--- src/rtl/itlb_pkg.sv ---
package itlb_pkg;
  parameter int VA_W   = 32;
  parameter int ASID_W = 8;
  parameter int PG_LSB = 10;
  parameter int VPN_W  = VA_W - PG_LSB;
  parameter int WAYS   = 4;
  parameter int WAY_W  = $clog2(WAYS);
  parameter int CNT_W  = $clog2(WAYS + 1);
  parameter int LRU_W  = 6;

  typedef enum logic [2:0] {
    ST_OK    = 3'd0,
    ST_MISS  = 3'd1,
    ST_MULTI = 3'd2,
    ST_PROT  = 3'd3,
    ST_ADDR  = 3'd4
  } xl_status_e;

  typedef struct packed {
    logic              valid;
    logic [VPN_W-1:0]  vpn;
    logic [ASID_W-1:0] asid;
    logic [VPN_W-1:0]  ppn;
    logic [1:0]        size;
    logic              shared;
    logic [1:0]        pr;
  } tlb_ent_t;

  // Mask that keeps the address bits above the page boundary
  function automatic logic [VA_W-1:0] page_mask(input logic [1:0] size);
    logic [VA_W-1:0] m;
    m = '1;
    case (size)
      2'd0:    m = m << 10;
      2'd1:    m = m << 12;
      2'd2:    m = m << 16;
      default: m = m << 20;
    endcase
    return m;
  endfunction

  function automatic logic [LRU_W-1:0] lru_keep(input logic [WAY_W-1:0] way);
    case (way)
      2'd0:    return 6'h07;
      2'd1:    return 6'h39;
      2'd2:    return 6'h3E;
      default: return 6'h3F;
    endcase
  endfunction

  function automatic logic [LRU_W-1:0] lru_set(input logic [WAY_W-1:0] way);
    case (way)
      2'd0:    return 6'h00;
      2'd1:    return 6'h20;
      2'd2:    return 6'h14;
      default: return 6'h0B;
    endcase
  endfunction

  function automatic logic [LRU_W-1:0] lru_next(input logic [LRU_W-1:0] code,
                                                input logic [WAY_W-1:0] way);
    return (code & lru_keep(way)) | lru_set(way);
  endfunction

  // One bit per slot: that slot is older than every other slot
  function automatic logic [WAYS-1:0] lru_oldest(input logic [LRU_W-1:0] code);
    logic [WAYS-1:0] v;
    logic [LRU_W-1:0] key;
    for (int e = 0; e < WAYS; e++) begin
      key  = ~lru_keep(WAY_W'(e));
      v[e] = ((code & (key | lru_set(WAY_W'(e)))) == key);
    end
    return v;
  endfunction

  function automatic logic in_bypass_region(input logic [VA_W-1:0] va);
    return (va[VA_W-1 -: 2] == 2'b10) || (va[VA_W-1 -: 3] == 3'b111);
  endfunction
endpackage

--- src/rtl/itlb_match.sv ---
module itlb_match
  import itlb_pkg::*;
(
  input  tlb_ent_t          ents [WAYS],
  input  logic [VA_W-1:0]   va,
  input  logic [ASID_W-1:0] asid,
  input  logic              user,
  input  logic              skip_asid,
  output logic [WAYS-1:0]   hit_vec,
  output logic [CNT_W-1:0]  hit_cnt,
  output logic [WAY_W-1:0]  hit_idx,
  output logic [VA_W-1:0]   hit_pa
);
  logic [VA_W-1:0] pa_way [WAYS];

  for (genvar g = 0; g < WAYS; g++) begin : g_way
    logic [VA_W-1:0] mask;
    logic            page_eq;
    logic            need_id;
    assign mask    = page_mask(ents[g].size);
    assign page_eq = (({ents[g].vpn, {PG_LSB{1'b0}}} & mask) == (va & mask));
    assign need_id = !ents[g].shared && (user || !skip_asid);
    assign hit_vec[g] = ents[g].valid && page_eq && (!need_id || ents[g].asid == asid);
    assign pa_way[g]  = ({ents[g].ppn, {PG_LSB{1'b0}}} & mask) | (va & ~mask);
  end

  always_comb begin
    hit_cnt = '0;
    hit_idx = '0;
    hit_pa  = '0;
    for (int i = 0; i < WAYS; i++) begin
      if (hit_vec[i]) begin
        hit_cnt = hit_cnt + 1'b1;
        hit_idx = WAY_W'(i);
        hit_pa  = pa_way[i];
      end
    end
  end
endmodule

--- src/rtl/itlb_lru.sv ---
module itlb_lru
  import itlb_pkg::*;
(
  input  logic             clk,
  input  logic             rst_n,
  input  logic             touch,
  input  logic [WAY_W-1:0] touch_idx,
  output logic [WAY_W-1:0] victim
);
  logic [LRU_W-1:0] code_q;
  logic [WAYS-1:0]  oldest;

  always_ff @(posedge clk or negedge rst_n) begin
    if (!rst_n)     code_q <= '0;
    else if (touch) code_q <= lru_next(code_q, touch_idx);
  end

  assign oldest = lru_oldest(code_q);

  always_comb begin
    victim = '0;
    for (int i = WAYS - 1; i >= 0; i--)
      if (oldest[i]) victim = WAY_W'(i);
  end

  // the code reached by updates always names exactly one victim
  p_one_victim_r8: assert property (@(posedge clk) disable iff (!rst_n)
    $countones(oldest) == 1);

  // a slot just touched is never the next victim
  p_touched_not_victim_r8: assert property (@(posedge clk) disable iff (!rst_n)
    touch |=> (victim != $past(touch_idx)));
endmodule

--- src/rtl/itlb_top.sv ---
module itlb_top
  import itlb_pkg::*;
(
  input  logic              clk,
  input  logic              rst_n,
  input  logic              fetch_valid,
  output logic              fetch_ready,
  input  logic [VA_W-1:0]   fetch_vaddr,
  input  logic              mode_user,
  input  logic              xlat_on,
  input  logic              priv_skip_asid,
  input  logic [ASID_W-1:0] cur_asid,
  output logic              res_valid,
  output logic [VA_W-1:0]   res_paddr,
  output logic [2:0]        res_status,
  output logic              utlb_req,
  output logic [VA_W-1:0]   utlb_vaddr,
  input  logic              utlb_resp_valid,
  input  logic [1:0]        utlb_resp_status,
  input  logic [VPN_W-1:0]  utlb_vpn,
  input  logic [ASID_W-1:0] utlb_asid,
  input  logic [VPN_W-1:0]  utlb_ppn,
  input  logic [1:0]        utlb_size,
  input  logic              utlb_shared,
  input  logic [1:0]        utlb_pr
);
  typedef enum logic [2:0] {S_IDLE, S_LOOKUP, S_REFILL, S_RETRY, S_DONE} fsm_e;

  fsm_e              st_q, st_d;
  tlb_ent_t          ents_q [WAYS];
  logic [VA_W-1:0]   va_q, pa_q, pa_d;
  xl_status_e        res_q, res_d;
  logic              user_q, at_q, skip_q, retried_q;
  logic [ASID_W-1:0] asid_q;

  logic [WAYS-1:0]   hit_vec;
  logic [CNT_W-1:0]  hit_cnt;
  logic [WAY_W-1:0]  hit_idx, victim;
  logic [VA_W-1:0]   hit_pa;

  // Named internal events
  logic bypass_w, addr_err_w, prot_w, touch_w, refill_ok_w, accept_w;

  itlb_match u_match (
    .ents(ents_q), .va(va_q), .asid(asid_q), .user(user_q), .skip_asid(skip_q),
    .hit_vec(hit_vec), .hit_cnt(hit_cnt), .hit_idx(hit_idx), .hit_pa(hit_pa)
  );

  itlb_lru u_lru (
    .clk(clk), .rst_n(rst_n), .touch(touch_w), .touch_idx(hit_idx), .victim(victim)
  );

  assign accept_w    = (st_q == S_IDLE) && fetch_valid;
  assign bypass_w    = !at_q || in_bypass_region(va_q);
  assign addr_err_w  = user_q && (va_q[VA_W-1 -: 3] == 3'b111);
  assign prot_w      = user_q && !ents_q[hit_idx].pr[1];
  assign refill_ok_w = (st_q == S_REFILL) && utlb_resp_valid && (utlb_resp_status == 2'd0);

  always_comb begin
    st_d    = st_q;
    res_d   = res_q;
    pa_d    = pa_q;
    touch_w = 1'b0;
    case (st_q)
      S_IDLE: if (fetch_valid) st_d = S_LOOKUP;
      S_LOOKUP: begin
        st_d = S_DONE;
        pa_d = '0;
        if (addr_err_w) res_d = ST_ADDR;
        else if (bypass_w) begin
          res_d = ST_OK;
          pa_d  = va_q;
        end else if (hit_cnt == '0) begin
          if (retried_q) res_d = ST_MISS;
          else           st_d  = S_REFILL;
        end else if (hit_cnt > CNT_W'(1)) res_d = ST_MULTI;
        else begin
          touch_w = 1'b1;
          if (prot_w) res_d = ST_PROT;
          else begin
            res_d = ST_OK;
            pa_d  = hit_pa;
          end
        end
      end
      S_REFILL: if (utlb_resp_valid) begin
        if (utlb_resp_status == 2'd0) st_d = S_RETRY;
        else begin
          st_d  = S_DONE;
          pa_d  = '0;
          res_d = (utlb_resp_status == 2'd2) ? ST_MULTI : ST_MISS;
        end
      end
      S_RETRY: st_d = S_LOOKUP;
      default: st_d = S_IDLE;
    endcase
  end

  always_ff @(posedge clk or negedge rst_n) begin
    if (!rst_n) begin
      st_q      <= S_IDLE;
      res_q     <= ST_OK;
      pa_q      <= '0;
      va_q      <= '0;
      user_q    <= 1'b0;
      at_q      <= 1'b0;
      skip_q    <= 1'b0;
      asid_q    <= '0;
      retried_q <= 1'b0;
      for (int i = 0; i < WAYS; i++) ents_q[i] <= '0;
    end else begin
      st_q  <= st_d;
      res_q <= res_d;
      pa_q  <= pa_d;
      if (accept_w) begin
        va_q      <= fetch_vaddr;
        user_q    <= mode_user;
        at_q      <= xlat_on;
        skip_q    <= priv_skip_asid;
        asid_q    <= cur_asid;
        retried_q <= 1'b0;
      end
      if (refill_ok_w) begin
        ents_q[victim] <= '{valid: 1'b1, vpn: utlb_vpn, asid: utlb_asid, ppn: utlb_ppn,
                            size: utlb_size, shared: utlb_shared, pr: utlb_pr};
        retried_q      <= 1'b1;
      end
    end
  end

  assign fetch_ready = (st_q == S_IDLE);
  assign res_valid   = (st_q == S_DONE);
  assign res_paddr   = pa_q;
  assign res_status  = res_q;
  assign utlb_req    = (st_q == S_REFILL);
  assign utlb_vaddr  = va_q;

  // a bypassed fetch never raises a unified-buffer request
  p_bypass_no_req_r1: assert property (@(posedge clk) disable iff (!rst_n)
    (st_q == S_LOOKUP && bypass_w) |=> !utlb_req);

  // an address error is only ever reported for a user-mode fetch
  p_addr_err_user_r2: assert property (@(posedge clk) disable iff (!rst_n)
    (res_valid && res_status == ST_ADDR) |-> user_q);

  // the request is held until answered
  p_req_hold_r6: assert property (@(posedge clk) disable iff (!rst_n)
    (utlb_req && !utlb_resp_valid) |=> (utlb_req && $stable(utlb_vaddr)));

  // at most one refill per fetch
  p_single_refill_r7: assert property (@(posedge clk) disable iff (!rst_n)
    utlb_req |-> !retried_q);

  // protection faults only come from user-mode fetches
  p_prot_user_r9: assert property (@(posedge clk) disable iff (!rst_n)
    (res_valid && res_status == ST_PROT) |-> user_q);

  // result is a single-cycle pulse
  p_res_pulse_r10: assert property (@(posedge clk) disable iff (!rst_n)
    res_valid |=> !res_valid);

  // the pipeline never reports ok from a multi-match lookup
  p_multi_not_ok_r5: assert property (@(posedge clk) disable iff (!rst_n)
    (st_q == S_LOOKUP && !bypass_w && !addr_err_w && hit_cnt > CNT_W'(1))
      |=> (res_status == ST_MULTI));
endmodule

--- config.mk ---
export PLATFORM = sky130hd
export DESIGN_NAME = itlb_top
export DESIGN_NICKNAME = d
export VERILOG_FILES = /design/src/rtl/itlb_pkg.sv /design/src/rtl/itlb_match.sv /design/src/rtl/itlb_lru.sv /design/src/rtl/itlb_top.sv
export SDC_FILE = /design/constraint.sdc
export NUM_CORES = 1
export LEC_CHECK = 0
export CELL_PAD_IN_SITES_DETAIL_PLACEMENT = 1
export CELL_PAD_IN_SITES_GLOBAL_PLACEMENT = 1
export CORE_UTILIZATION = 46
export CTS_CLUSTER_SIZE = 16
export DETAILED_ROUTE_END_ITERATION = 10
export GPL_TIMING_DRIVEN = 0
export PLACE_DENSITY_LB_ADDON = 0.1
export SYNTH_ARGS = -nofsm -noshare
export SYNTH_HDL_FRONTEND = slang
export SYNTH_SLANG_ARGS = --single-unit
--- constraint.sdc ---
create_clock -name clk -period 4.9 [get_ports clk]
set_clock_uncertainty 0.1 [all_clocks]
set_input_delay 1.47 -clock clk [delete_from_list [all_inputs] [get_ports clk]]
set_output_delay 1.47 -clock clk [all_outputs]
set_load 0.02 [all_outputs]
==> results of run 1 <==
[layer usage]
metal	vias up	track usage	share of wire
met5	-	0	0
met4	0	0.06454	0.019
met3	57	0.03931	0.041
met2	221	0.4634	0.50
met1	5402	0.3555	0.44
li1	4628	-	-
[area by class of cell]
cell class                      instances  area share
Timing Repair Buffer                  178     0.09861
Tap cell                              435     0.02922
Buffer                                 81     0.01908
Inverter                               19    0.003829
Clock buffer                           54     0.05797
Sequential cell                       316      0.4246
Multi-Input combinational cell        749      0.3613
Clock inverter                          5    0.005374
[worst max path at each step]
stage / startpoint / endpoint / slack [ns]
2_1_floorplan: utlb_vaddr[30] / res_status[0] / 0.65
3_3_place_gp: rst_n / ents_q[17] / -11.90
3_5_place_dp: ents_q[120] / flop / -1.12
4_1_cts: utlb_vaddr[14] / res_paddr[20] / 0.05
5_1_grt: utlb_vaddr[31] / u_lru.code_q[2] / 0.02
6_report: asid_q[6] / res_paddr[20] / 0.26
[cells in the mapped netlist, types with 7 or more instances]
cell      instances  area share
buf_2            11      0.0037
a21oi_1          19      0.0063
o21ai_0          23      0.0077
o221ai_1         18       0.011
a22oi_1          33       0.017
xnor2_1          88       0.051
mux2i_1          31       0.021
dfrtp_1         316        0.53
nand3_1          11      0.0037
nand2_1          28      0.0070
nor2_1           33      0.0083
nor4_1           10      0.0042
clkbuf_1         70       0.018
o21ai_2          20       0.012
nand2b_1          7      0.0029
xor2_1           35       0.020
inv_1            19      0.0048
mux2_2          287        0.22
nand4_1          26       0.011
a22o_1           10      0.0058
[report_power, final]
part           total (mW)  internal, mW  switching [mW]
sequential           3.42          3.08           0.343
clock                2.71          1.67            1.04
combinational        3.44          1.56            1.87
[cells by family (layout without fill, tap and decap cells)]
group                    Yosys count  count (layout)  share of synthesized area
XOR/XNOR                         124             124                    0.07361
adder cells (fa/ha/maj)            6               6                   0.005002
AO/OA/AOI/OAI                    153             153                    0.07553
multiplexers                     319             319                     0.2368
AND/OR/NAND/NOR                  147             147                    0.05252
buffers and inverters            106             337                    0.02968
flip-flops                       316             316                     0.5269
[cells in the final DEF, fill, tap and decap left out, drive strengths merged, types with 31 or more instances in the layout]
cell type and instances:
a22oi 33, clkbuf 116, nor2 33, dfrtp 316
clkdlybuf4s50 173, xnor2 89, o21ai 43, mux2 288
mux2i 31, xor2 35
[registers in the layout, indices dropped and copies added (netlist names), named ones only]
name	cells
res_paddr	32
skip_q	1
retried_q	1
st_q	3
ents_q	228
asid_q	8
user_q	1
u_lru.code_q	1
at_q	1
utlb_vaddr	32
res_status	3
[what timing repair did]
action                     CTS  global route
cloned                       0             0
buffers inserted             1             0
resized for setup            7            14
pin swaps                    1             1
hold endpoints to repair     0             0
setup endpoints to repair   43            41
==> flow_metrics.tcl, run 1 <==
set metrics [dict create \
    synth.avg_cell_area_sq_um 12.82 \
    pre_cts_slack_ns -1.117 \
    dp.cells 1783 \
    cp.depth 17 \
    hold_buffers 0 \
    fin_area_sq_um 18630 \
    cp-start-kind "flop" \
    tightest_slew_ns 0.9957 \
    ys_seq_elements 316 \
    crit_top_cell "inv_1" \
    cts-buffers-inserted 37 \
    cp-end-kind "flop" \
    clock_latency_ns 0.51 \
    portBuffers 174 \
    chipWidth_microns 182.6 \
    crit_required_ns 5.22 \
    maxSlewViolCount 0 \
    antenna_left 0 \
    r2r_setup_slack_ns 0.26 \
    synth_warnings 0 \
    antennaDiodeCount 0 \
    maxCapViolCount 0 \
    yosysSeqAreaShare 0.5269 \
    fp.dieArea_sq_um 33350 \
    crit_slowest_cell "o21ai_0" \
    netlist_area_sq_um 15010 \
    clk_pin_slew_ns 0.06 \
    min_period_ns 4.636 \
    viasPerCell 5.611 \
    max_stage_delay_ns 0.53 \
    hold_start "ents_q[115]" \
    coreArea_sq_um 31800 \
    synthArstFlopShare 1.000 \
    synth_edf_count 0 \
    path_buf_inv 5 \
    dr.pass1.iters 4 \
    powerDensity_nw_per_um2 513.6 \
    synth_cell_type_count 59 \
    drive_above_1_share 0.2867 \
    ios 176 \
    hpwlAfterDp_microns 30250 \
    cts_sinks 316 \
    min_period_over_period 0.9460 \
    dr_total_vias 10308 \
    rr_worst_depth 17 \
    drt_iter0_drc 403 \
    grt_usage 0.2686 \
    place_area_sq_um 17380 \
    setup_viol 0 \
    finish.utilization 0.5858 \
    whs_ns 0.3789 \
    max_freq_mhz 215.7 \
    regToRegStartpoint "asid_q[6]" \
    die_h_microns 182.6 \
    initial_utilization 0.4720 \
    vdd_drop_max_mv 0.3275 \
    clockBufferDepth 3 \
    multi_input_area_sq_um 6730 \
    final.setup.worst_slack_ns 0.2644 \
    synth_ff_type "dfrtp_1" \
    grt_pass1_wl_microns 67980 \
    outcome "complete, no violations" \
    r2r-end "res_paddr[20]" \
    clockRootBuffer "clkbuf_16" \
    critPathKind "flop to flop" \
    tns_ns 0 \
    cp.arrival_ns 4.96 \
    htreeDepth 2 \
    nFillCells 3154 \
    hold_viol 0 \
    layout.nets 1494 \
    hold_class "flop to flop" \
    cts_tree "yes" \
    postSynthNetCount 1283 \
    grt_pass1_vias 11245 \
    drt-total-wl_microns 42990 \
    antenna_found_initial 0 \
    drc 0 \
    grt_max_degree 92 \
    synthCells 1171 \
    regArea_sq_um 7909 \
    cp_max_fo 10 \
    worst_hold_path.endpoint "ents_q[115]" \
    fp-row-count 65 \
    avgRoutedWirePerCell_microns 23.40 \
    instances_no_fill 1837 \
    power_mw 9.567 \
    hold_depth 1 \
    cp_top_family "simple AND/OR/NAND/NOR gates" \
    rsz0062_at_grt "false" \
    overflow 0 \
    power_leakage_nw 8.592 \
    place_congestion 0.8340 \
    maxSlewHeadroom 0.3362 \
    syn_to_final_growth_pct 24.11 \
    crit_chain "clkbuf_1 > xnor2_1 > nand4_1 > o21ai_0 > and3_1 > inv_1 > ha_1 > inv_1 > xnor2_4 > inv_1 > ha_1 > xor2_1 > o31ai_4 > and2_1 > nand4_2 > buf_6 > o21ai_2" \
]
No activity file was read; power rests on OpenSTA's default activity.
==> run 2, diff against run 1 <==
--- a/config.mk
+++ b/config.mk
@@ -11,6 +11,7 @@
 export CTS_CLUSTER_SIZE = 16
 export DETAILED_ROUTE_END_ITERATION = 10
 export GPL_TIMING_DRIVEN = 0
+export HOLD_SLACK_MARGIN = 0.1
 export PLACE_DENSITY_LB_ADDON = 0.1
 export SYNTH_ARGS = -nofsm -noshare
 export SYNTH_HDL_FRONTEND = slang
==> results of run 2 <==
The final DEF is identical to that of run 1; final timing and power are the same.
